## src/rtl/sload_pkg.sv

```systemverilog
package sload_pkg;

    localparam int C_W = 8;
    localparam int N_W = 16;
    localparam int R_W = 15;

    localparam int LEN_C       = 8;
    localparam int LEN_N       = 16;
    localparam int LEN_R_SHORT = 15;
    localparam int LEN_R_LONG  = 24;
    localparam int LEN_RST_MIN = 9;
    localparam int LEN_RST_MAX = 13;
    localparam int LEN_PLAIN   = 32;

    localparam int CNT_SAT = LEN_PLAIN + 1;
    localparam int CNT_W   = $clog2(CNT_SAT + 1);
    localparam int SHIFT_W = LEN_R_LONG;

    typedef logic [CNT_W-1:0] cnt_t;

    typedef enum logic [2:0] {
        ACT_NONE,
        ACT_LOAD_C,
        ACT_LOAD_N,
        ACT_LOAD_R,
        ACT_RESET,
        ACT_CASCADE
    } action_e;

    // Synchronized pin events in the system clock domain
    typedef struct packed {
        logic sclk_rise;
        logic sclk_fall;
        logic en_fall;
        logic en_rise;
        logic en_low;
        logic sdata;
    } pin_ev_t;

    function automatic action_e classify(input cnt_t n);
        int v;
        v = int'(n);
        if (v == LEN_C)                               return ACT_LOAD_C;
        if (v == LEN_N)                               return ACT_LOAD_N;
        if (v == LEN_R_SHORT || v == LEN_R_LONG)      return ACT_LOAD_R;
        if (v >= LEN_RST_MIN && v <= LEN_RST_MAX)     return ACT_RESET;
        if (v > LEN_PLAIN)                            return ACT_CASCADE;
        return ACT_NONE;
    endfunction

    function automatic cnt_t sat_inc(input cnt_t n);
        if (int'(n) >= CNT_SAT) return n;
        return n + cnt_t'(1);
    endfunction

endpackage

```

## src/rtl/sload_sync.sv

```systemverilog
module sload_sync
    import sload_pkg::*;
#(
    parameter int SYNC_STAGES = 2
) (
    input  logic    clk,
    input  logic    rst,
    input  logic    sclk_i,
    input  logic    sdata_i,
    input  logic    en_n_i,
    output pin_ev_t ev
);
    localparam int B_DATA = 0;
    localparam int B_SCLK = 1;
    localparam int B_EN   = 2;
    localparam logic [2:0] IDLE_PINS = 3'b100;

    logic [2:0] stage_q [SYNC_STAGES];
    logic       sclk_prev_q;
    logic       en_prev_q;
    logic [2:0] s_last;

    always_ff @(posedge clk) begin
        if (rst) begin
            for (int i = 0; i < SYNC_STAGES; i++) stage_q[i] <= IDLE_PINS;
            sclk_prev_q <= 1'b0;
            en_prev_q   <= 1'b1;
        end else begin
            stage_q[0] <= {en_n_i, sclk_i, sdata_i};
            for (int i = 1; i < SYNC_STAGES; i++) stage_q[i] <= stage_q[i-1];
            sclk_prev_q <= stage_q[SYNC_STAGES-1][B_SCLK];
            en_prev_q   <= stage_q[SYNC_STAGES-1][B_EN];
        end
    end

    assign s_last = stage_q[SYNC_STAGES-1];

    always_comb begin
        ev.sclk_rise = s_last[B_SCLK] & ~sclk_prev_q;
        ev.sclk_fall = ~s_last[B_SCLK] & sclk_prev_q;
        ev.en_fall   = ~s_last[B_EN] & en_prev_q;
        ev.en_rise   = s_last[B_EN] & ~en_prev_q;
        ev.en_low    = ~s_last[B_EN];
        ev.sdata     = s_last[B_DATA];
    end

endmodule

```

## src/rtl/sload_shift.sv

```systemverilog
module sload_shift
    import sload_pkg::*;
#(
    parameter int PASS_DEPTH = 16   // 1 .. SHIFT_W
) (
    input  logic               clk,
    input  logic               rst,
    input  pin_ev_t            ev,
    output logic [SHIFT_W-1:0] shift_q,
    output cnt_t               cnt_q,
    output logic               sdout_q
);
    logic shift_en;
    logic out_en;

    assign shift_en = ev.en_low & ev.sclk_rise;
    assign out_en   = ev.en_low & ev.sclk_fall;

    always_ff @(posedge clk) begin
        if (rst) begin
            shift_q <= '0;
            cnt_q   <= '0;
            sdout_q <= 1'b0;
        end else begin
            if (ev.en_fall) begin
                cnt_q <= '0;
            end else if (shift_en) begin
                shift_q <= {shift_q[SHIFT_W-2:0], ev.sdata};
                cnt_q   <= sat_inc(cnt_q);
            end
            if (out_en) sdout_q <= shift_q[PASS_DEPTH-1];
        end
    end

endmodule

```

## src/rtl/sload_regs.sv

```systemverilog
module sload_regs
    import sload_pkg::*;
#(
    parameter logic [C_W-1:0] C_INIT = '0,
    parameter logic [N_W-1:0] N_INIT = '0,
    parameter logic [R_W-1:0] R_INIT = '0
) (
    input  logic               clk,
    input  logic               rst,
    input  logic               frame_end,
    input  cnt_t               cnt,
    input  logic [SHIFT_W-1:0] shift,
    output logic [C_W-1:0]     c_q,
    output logic [N_W-1:0]     n_q,
    output logic [R_W-1:0]     r_q,
    output logic               pulse_q
);
    action_e act;

    always_comb act = frame_end ? classify(cnt) : ACT_NONE;

    always_ff @(posedge clk) begin
        if (rst) begin
            c_q     <= C_INIT;
            n_q     <= N_INIT;
            r_q     <= R_INIT;
            pulse_q <= 1'b0;
        end else begin
            pulse_q <= 1'b0;
            case (act)
                ACT_LOAD_C: c_q <= shift[C_W-1:0];
                ACT_LOAD_N: n_q <= shift[N_W-1:0];
                ACT_LOAD_R: r_q <= shift[R_W-1:0];
                ACT_RESET: begin
                    c_q     <= C_INIT;
                    n_q     <= N_INIT;
                    r_q     <= R_INIT;
                    pulse_q <= 1'b1;
                end
                default: ;
            endcase
        end
    end

endmodule

```

## src/rtl/sreg_loader.sv

```systemverilog
module sreg_loader
    import sload_pkg::*;
#(
    parameter int              SYNC_STAGES = 2,
    parameter int              PASS_DEPTH  = 16,
    parameter logic [C_W-1:0]  C_INIT      = '0,
    parameter logic [N_W-1:0]  N_INIT      = '0,
    parameter logic [R_W-1:0]  R_INIT      = '0
) (
    input  logic           clk,
    input  logic           rst,
    input  logic           sclk_i,
    input  logic           sdata_i,
    input  logic           en_n_i,
    output logic [C_W-1:0] c_reg,
    output logic [N_W-1:0] n_reg,
    output logic [R_W-1:0] r_reg,
    output logic           sdout,
    output logic           reset_pulse
);
    pin_ev_t            ev;
    logic [SHIFT_W-1:0] shift_q;
    cnt_t               cnt_q;

    sload_sync #(.SYNC_STAGES(SYNC_STAGES)) u_sync (
        .clk(clk), .rst(rst),
        .sclk_i(sclk_i), .sdata_i(sdata_i), .en_n_i(en_n_i),
        .ev(ev)
    );

    sload_shift #(.PASS_DEPTH(PASS_DEPTH)) u_shift (
        .clk(clk), .rst(rst), .ev(ev),
        .shift_q(shift_q), .cnt_q(cnt_q), .sdout_q(sdout)
    );

    sload_regs #(.C_INIT(C_INIT), .N_INIT(N_INIT), .R_INIT(R_INIT)) u_regs (
        .clk(clk), .rst(rst),
        .frame_end(ev.en_rise), .cnt(cnt_q), .shift(shift_q),
        .c_q(c_reg), .n_q(n_reg), .r_q(r_reg), .pulse_q(reset_pulse)
    );

endmodule

```

## config.mk

```make
export PLATFORM = sky130hd
export DESIGN_NAME = sreg_loader
export DESIGN_NICKNAME = d
export VERILOG_FILES = /design/src/rtl/sload_pkg.sv /design/src/rtl/sload_sync.sv /design/src/rtl/sload_shift.sv /design/src/rtl/sload_regs.sv /design/src/rtl/sreg_loader.sv
export SDC_FILE = /design/constraint.sdc
export NUM_CORES = 1
export LEC_CHECK = 0
export BUFFER_PORTS_ARGS = -buffer_cell sky130_fd_sc_hd__buf_2
export CAP_MARGIN = 20
export CORE_ASPECT_RATIO = 2
export CORE_MARGIN = 2
export CORE_UTILIZATION = 59
export DETAILED_ROUTE_END_ITERATION = 8
export GPL_TIMING_DRIVEN = 1
export PLACE_DENSITY = 0.83
export SLEW_MARGIN = 20
export SYNTH_ARGS = -nofsm -noshare
export SYNTH_HDL_FRONTEND = slang
export SYNTH_SLANG_ARGS = --single-unit
export TNS_END_PERCENT = 20
```

## constraint.sdc

```tcl
create_clock -name clk -period 3.7 [get_ports clk]
set_input_delay 0.74 -clock clk [delete_from_list [all_inputs] [get_ports clk]]
set_output_delay 0.74 -clock clk [all_outputs]
set_load 0.1 [all_outputs]
```

Yosys cells after proc, flatten, opt, wreduce, memory -nomap -nowiden
Memory sizes are Yosys's and may differ from the RTL's. Cells that the tools add are included.

Register bits after elaboration: 65. Memories: 1. Output and inout port bits: 41. Logic and storage cells: 85. Bits in writable memories: 6. Input port bits: 5.

Add/subtract/negate cells: 1. Multiplexer cells: 40. Bitwise logic cells: 13. Order comparisons: 4. Equal/unequal tests: 9. Reductions and logical operators: 8.

Memories: u_sync.stage_q (depth 2, bits a word 3, rd ports 2, clocked after Yosys merged registers in 0, write ports 2, RTL line sload_sync.sv:18) `logic [2:0] stage_q [SYNC_STAGES];`.

Operator list (number): 2-to-1 mux 3 bit (13); case mux 16 bit (2 select lines) (1); case mux 15 bit (2 select lines) (1); 2-to-1 mux 1 bit (23); case mux 8 bit (2 select lines) (1); == test 6 x 5 -> 1 bit, second input constant (2); == test 6 bit, second input constant (2); adder 6 x 1 -> 6 bit, second input constant (1); bitwise AND 1 bit (6); == test 3 x 2 -> 1 bit, second input constant (2); >= comparator 6 x 4 -> 1 bit, second input constant (1); >= comparator 6 bit, second input constant (1); > comparator 6 bit, second input constant (1); less-or-equal comparator 6 x 4 -> 1 bit, second input constant (1); 2-to-1 mux 6 bit (1); nonzero test 2 bit (3); NOT 1 bit (5); AND reduction 2 bit (2); == test 3 x 1 -> 1 bit, second input constant (1); == test 3 bit, second input constant (1); != test 2 bit, second input constant (1); bitwise OR 1 bit (2); OR reduction 2 bit (1); logical AND 1 bit (1); logical OR 1 bit (1).

Logic depth before layout (Yosys ltp)
Depth in word-level cells: 20. Gate-level depth with buffers: 8. Gate-level depth less buffers: 7.

Cells and area by module
A second synthesis with hierarchy kept.

Cell total of the unflattened synthesis: 335. Area total of the unflattened synthesis: 3064.2 µm².

Modules (own cells, without submodules): sload_regs (seq. area each 800.8 µm², area each 1601.5 µm², cells each 162, instances 1); sload_shift (seq. area each 620.6 µm², area each 1216.2 µm², cells each 151, instances 1); sload_sync (seq. area each 160.2 µm², area each 246.5 µm², cells each 22, instances 1).

Least setup slack after synthesis
Ideal clock, no wire load.

Kind: reg2reg. Start point: reg u_shift.cnt_q[0]. End point: reg u_regs.r_q[10]. Data arrival time: 1.914 ns. Required time: 3.638 ns. Library setup time: 0.062 ns. Clock period less this slack: 1.977 ns. Buffers on the path: 1. Path slack: 1.723 ns. Stages on the path, launching flop included: 9. Path through: dfxtp_1 inv_1 ha_1 nor2b_1 o211a_1 and3_4 a221oi_4 buf_6 a22o_1.

Longest elaborated chain between the ends: 14. Elaborated cells between the ends (all ways): 38. Those cells by class: order compare (3); eq/ne (6); mux (26); reduce/logical (3).

RTL lines: start, declared (RTL line sload_shift.sv:10) `output cnt_t cnt_q,`; start signal, assigned (RTL line sload_shift.sv:29) `cnt_q <= sat_inc(cnt_q);`; > comparator 6 bit (RTL line sload_pkg.sv:47) `if (v > LEN_PLAIN) return ACT_CASCADE;`; 2-to-1 mux 1 bit (2 in series) (RTL line sload_pkg.sv:47); 2-to-1 mux 1 bit (RTL line sload_pkg.sv:46) `if (v >= LEN_RST_MIN && v <= LEN_RST_MAX) return ACT_RESET;`; 2-to-1 mux 1 bit (RTL line sload_pkg.sv:45) `if (v == LEN_R_SHORT || v == LEN_R_LONG) return ACT_LOAD_R;`; 2-to-1 mux 1 bit (RTL line sload_pkg.sv:44) `if (v == LEN_N) return ACT_LOAD_N;`; 2-to-1 mux 3 bit (RTL line sload_pkg.sv:48) `return ACT_NONE;`; 2-to-1 mux 3 bit (RTL line sload_pkg.sv:47); 2-to-1 mux 3 bit (RTL line sload_pkg.sv:46); 2-to-1 mux 3 bit (RTL line sload_pkg.sv:45); 2-to-1 mux 3 bit (*) (RTL line sload_pkg.sv:44); 2-to-1 mux 3 bit (*) (RTL line sload_regs.sv:20) `always_comb act = frame_end ? classify(cnt) : ACT_NONE;`; == test 3 bit or == test 3 x 2 -> 1 bit (tied branches) (RTL line sload_regs.sv:30) `case (act)`; case mux 15 bit (2 select lines) or nonzero test 2 bit (tied branches); end signal, assigned (RTL line sload_regs.sv:33) `ACT_LOAD_R: r_q <= shift[R_W-1:0];`; end, declared (RTL line sload_regs.sv:15) `output logic [R_W-1:0] r_q,`.

Every way passes the cells marked *; elsewhere a longest branch is shown, timed or not. The select of a mux whose other input is x is not followed. A chain may end at the register's enable or synchronous reset.

Worst setup path after layout
Start point: reg u_shift.cnt_q[0]. End point: reg u_regs.r_q[13].

Same word-level chain as after synthesis.

==> flow_metrics.tcl <==
set metrics [dict create \
    status "finished, final reports clean" \
    hp-class "register to register" \
    drv_slew 0 \
    final_cell_mix "dfxtp_1, nand2_1, buf_2, a22o_1, a21oi_1" \
    antenna_found_initial 0 \
    diodes 0 \
    cts_buffer_depth 2 \
    grtUsageTotal_pct 23.2 \
    boundaryPins 46 \
    hp-start "u_sync.stage_q[0][2]" \
    final_common_cell "dfxtp_1" \
    layout_setup_ws_ns 1.19 \
    p_int_w 0.00103 \
    vdd_drop_max_mv 0.382 \
    port_buffers 45 \
    p_per_area_nw_per_um2 444 \
    die_w_um 52.0 \
    cp_num_buf_inv 1 \
    routed_wl_um 5380 \
    drc 0 \
    pwr-share-clk_pct 42.4 \
    syn-mean-instance-area_um2 10.1 \
    die_y_um 99.9 \
    drtIter0Drc 56 \
    yosys_warnings 0 \
    p_seq_share_pct 55.7 \
    reg2reg_slack_ns 1.19 \
    synth_top_cell_by_area "dfxtp_1" \
    max_freq_ghz 0.399 \
    cp.required_ns 3.99 \
    grt_overflow 0 \
    vias 2061 \
    met1_length_um 2340 \
    crit_fanout 15 \
    clock-sinks 71 \
    p_leak_nw 1.24 \
    worst_clock_skew_ns 0.0133 \
    setup_tns_ns 0 \
    rows 35 \
    setup_viol 0 \
    min_to "u_sync.stage_q[0][5]" \
    grt_first_pass_wirelength_um 8980 \
    comb_power_share_pct 1.9 \
    met2_length_um 2610 \
    rr_worst_depth 7 \
    post-place-ws_ns 1.30 \
    worst_slew_pin_slew_ns 1.07 \
    seq_area_frac_synth_pct 52.4 \
    first_global_vias 1886 \
    cts_root_buf "clkbuf_8" \
    detail_route.vias_per_cell 5.57 \
    place_area_um2 2930 \
    crit_path_start_kind "register" \
    critical_path.max_stage_delay_ns 0.87 \
    numCtsBuffers 9 \
    cpLargestDelayFamily "simple AND/OR/NAND/NOR gates" \
    min_period_over_period_pct 67.8 \
    cts_setup_buffers 0 \
    final_area_um2 3110 \
    die_area_um2 5190 \
    clk_pin_slew_ns 0.08 \
    postCtsHoldBufs 0 \
    synthFlopType "dfxtp_1" \
    ant_nets 0 \
    dp.final_hpwl_um 3520 \
    fin_crit_ns 2.51 \
    rsz0062_at_grt "false" \
    areaGrowthSynthToFinish_pct 14.6 \
    crit_slowest_cell "nor3b_2" \
    synth_nets 278 \
    cts_htree_levels 3 \
    wire_per_inst_um 14.5 \
    whs_path_depth 1 \
    crit_path_cell_trace "inv_1 > ha_1 > nand3b_1 > a21bo_2 > nand2_2 > nor3b_2 > a22o_1" \
    synth_area_um2 2720 \
    timing.rr.end "u_regs.r_q[13]" \
    start_util_pct 60.2 \
    p_sw_w 0.000348 \
    synthArstFlopShare_pct 0 \
    layout-drive-gt1-share_pct 24.8 \
    core_region_area_um2 4510 \
    cp.arrival_ns 2.80 \
    postCtsResizedCells 0 \
    netlist.area_leader.share_pct 52.4 \
    r2r_start "u_shift.cnt_q[0]" \
    grt_max_degree 42 \
    layout.nets 318 \
    synth_top_cells_by_area "dfxtp_1, a22o_1, nand2_1" \
    hold_violations 0 \
    cts_tree "yes" \
    criticalPathCategory "register to register" \
    topRoutingLayerUsed "met4" \
    ys_ff_latch 71 \
    clock_latency_ns 0.36 \
    syn_inst 270 \
    gp_congestion 0.894 \
    max_cap_violations 0 \
    routed-wl-met3_um 289 \
    slew_headroom_pct 28.4 \
    first_pass_iters 5 \
    synth-edff-count 0 \
    cp-end-kind "register" \
    switching_share_pct 25.2 \
    synthDistinctLibCells 50 \
]
Yosys cell counts, types with 2 or more instances:
master,instances
or2_2,3
buf_2,4
mux2i_1,9
a21o_1,2
a21oi_2,2
a21oi_1,18
xor2_1,2
nor3b_2,2
nand2b_1,9
ha_1,3
a22o_1,30
clkbuf_1,7
nor2_1,8
buf_4,3
nand3_1,4
and3_1,2
inv_1,3
nand2_1,48
dfxtp_1,71
nor2b_1,9
nand2b_4,2
power groups by stage:
stage	combinational [W]	sequential, W	clock, W
floorplan	0.0000208	0.000786	0
global placement	0.0000258	0.000787	0
detailed placement	0.0000266	0.000787	0
CTS	0.0000269	0.000769	0.000591
global route	0.0000292	0.000769	0.000627
finish	0.0000268	0.000769	0.000585
worst max-delay path by stage:
stage,start,endpoint,slack [ns],depth (start not counted)
after floorplan,u_shift.cnt_q[0],u_regs.r_q[10],1.72,8
final,u_shift.cnt_q[0],u_regs.r_q[13],1.19,7
after global routing,u_shift.cnt_q[0],u_regs.r_q[13],1.05,7
after detailed placement,u_shift.cnt_q[0],u_regs.r_q[2],1.30,7
after global placement,u_shift.cnt_q[0],u_regs.r_q[10],1.33,7
after CTS,u_shift.cnt_q[0],u_regs.r_q[13],1.21,7
registers in the layout, summed over array words and instances, names as in the netlist:
name / cells
u_sync.sclk_prev_q: 1
u_regs.c_q: 8
u_sync.en_prev_q: 1
u_regs.pulse_q: 1
u_regs.n_q: 16
u_shift.cnt_q: 6
u_regs.r_q: 15
u_sync.stage_q: 6
u_shift.shift_q: 16
u_shift.sdout_q: 1
layout make-up:
type	instances	area (um^2)
inverter	4	15.0
multi-input combinational	179	1190
timing repair buffer	45	225
fill	343	1400
clock inverter	7	61.3
clock buffer	9	124
tap	55	68.8
sequential	71	1420
layer usage:
metal | vias to the layer above | global-route usage (%)
li1 | 1031 | -
met1 | 949 | 30.1
met2 | 73 | 34.6
met3 | 8 | 5.51
met4 | 0 | 13.4
met5 | - | 0
metrics by stage:
stage          util [%]  total power (W)  cells  hold WS (ns)
2_1_floorplan         -         0.000807    270         0.389
3_3_place_gp       64.9         0.000812    354         0.393
3_5_place_dp       64.9         0.000813    354         0.402
4_1_cts            69.0          0.00139    370         0.421
5_1_grt            69.0          0.00143    370         0.436
6_report           69.0          0.00138    370         0.416
cell families (layout without fill, tap and decap cells):
logic type / count (synthesis) / in the layout / synth area share (%)
buffers and inverters: 20 / 65 / 3.64
flip-flops: 71 / 71 / 52.4
XOR/XNOR: 3 / 3 / 0.968
multiplexers: 9 / 9 / 3.32
AND/OR/NAND/NOR: 97 / 97 / 18.8
AO/OA/AOI/OAI: 67 / 67 / 19.5
adder cells (fa/ha/maj): 3 / 3 / 1.38
worst register-to-register path, delay by kind of cell (launching register included):
kind                       cells  cell delay, ns
AOI/OAI and AO/OA              2            0.54
buffers and inverters          1            0.12
adders and majority gates      1            0.30
and+or+nand+nor                3            1.16
DFF                            1            0.34
No activity file was read; power rests on OpenSTA's default activity.
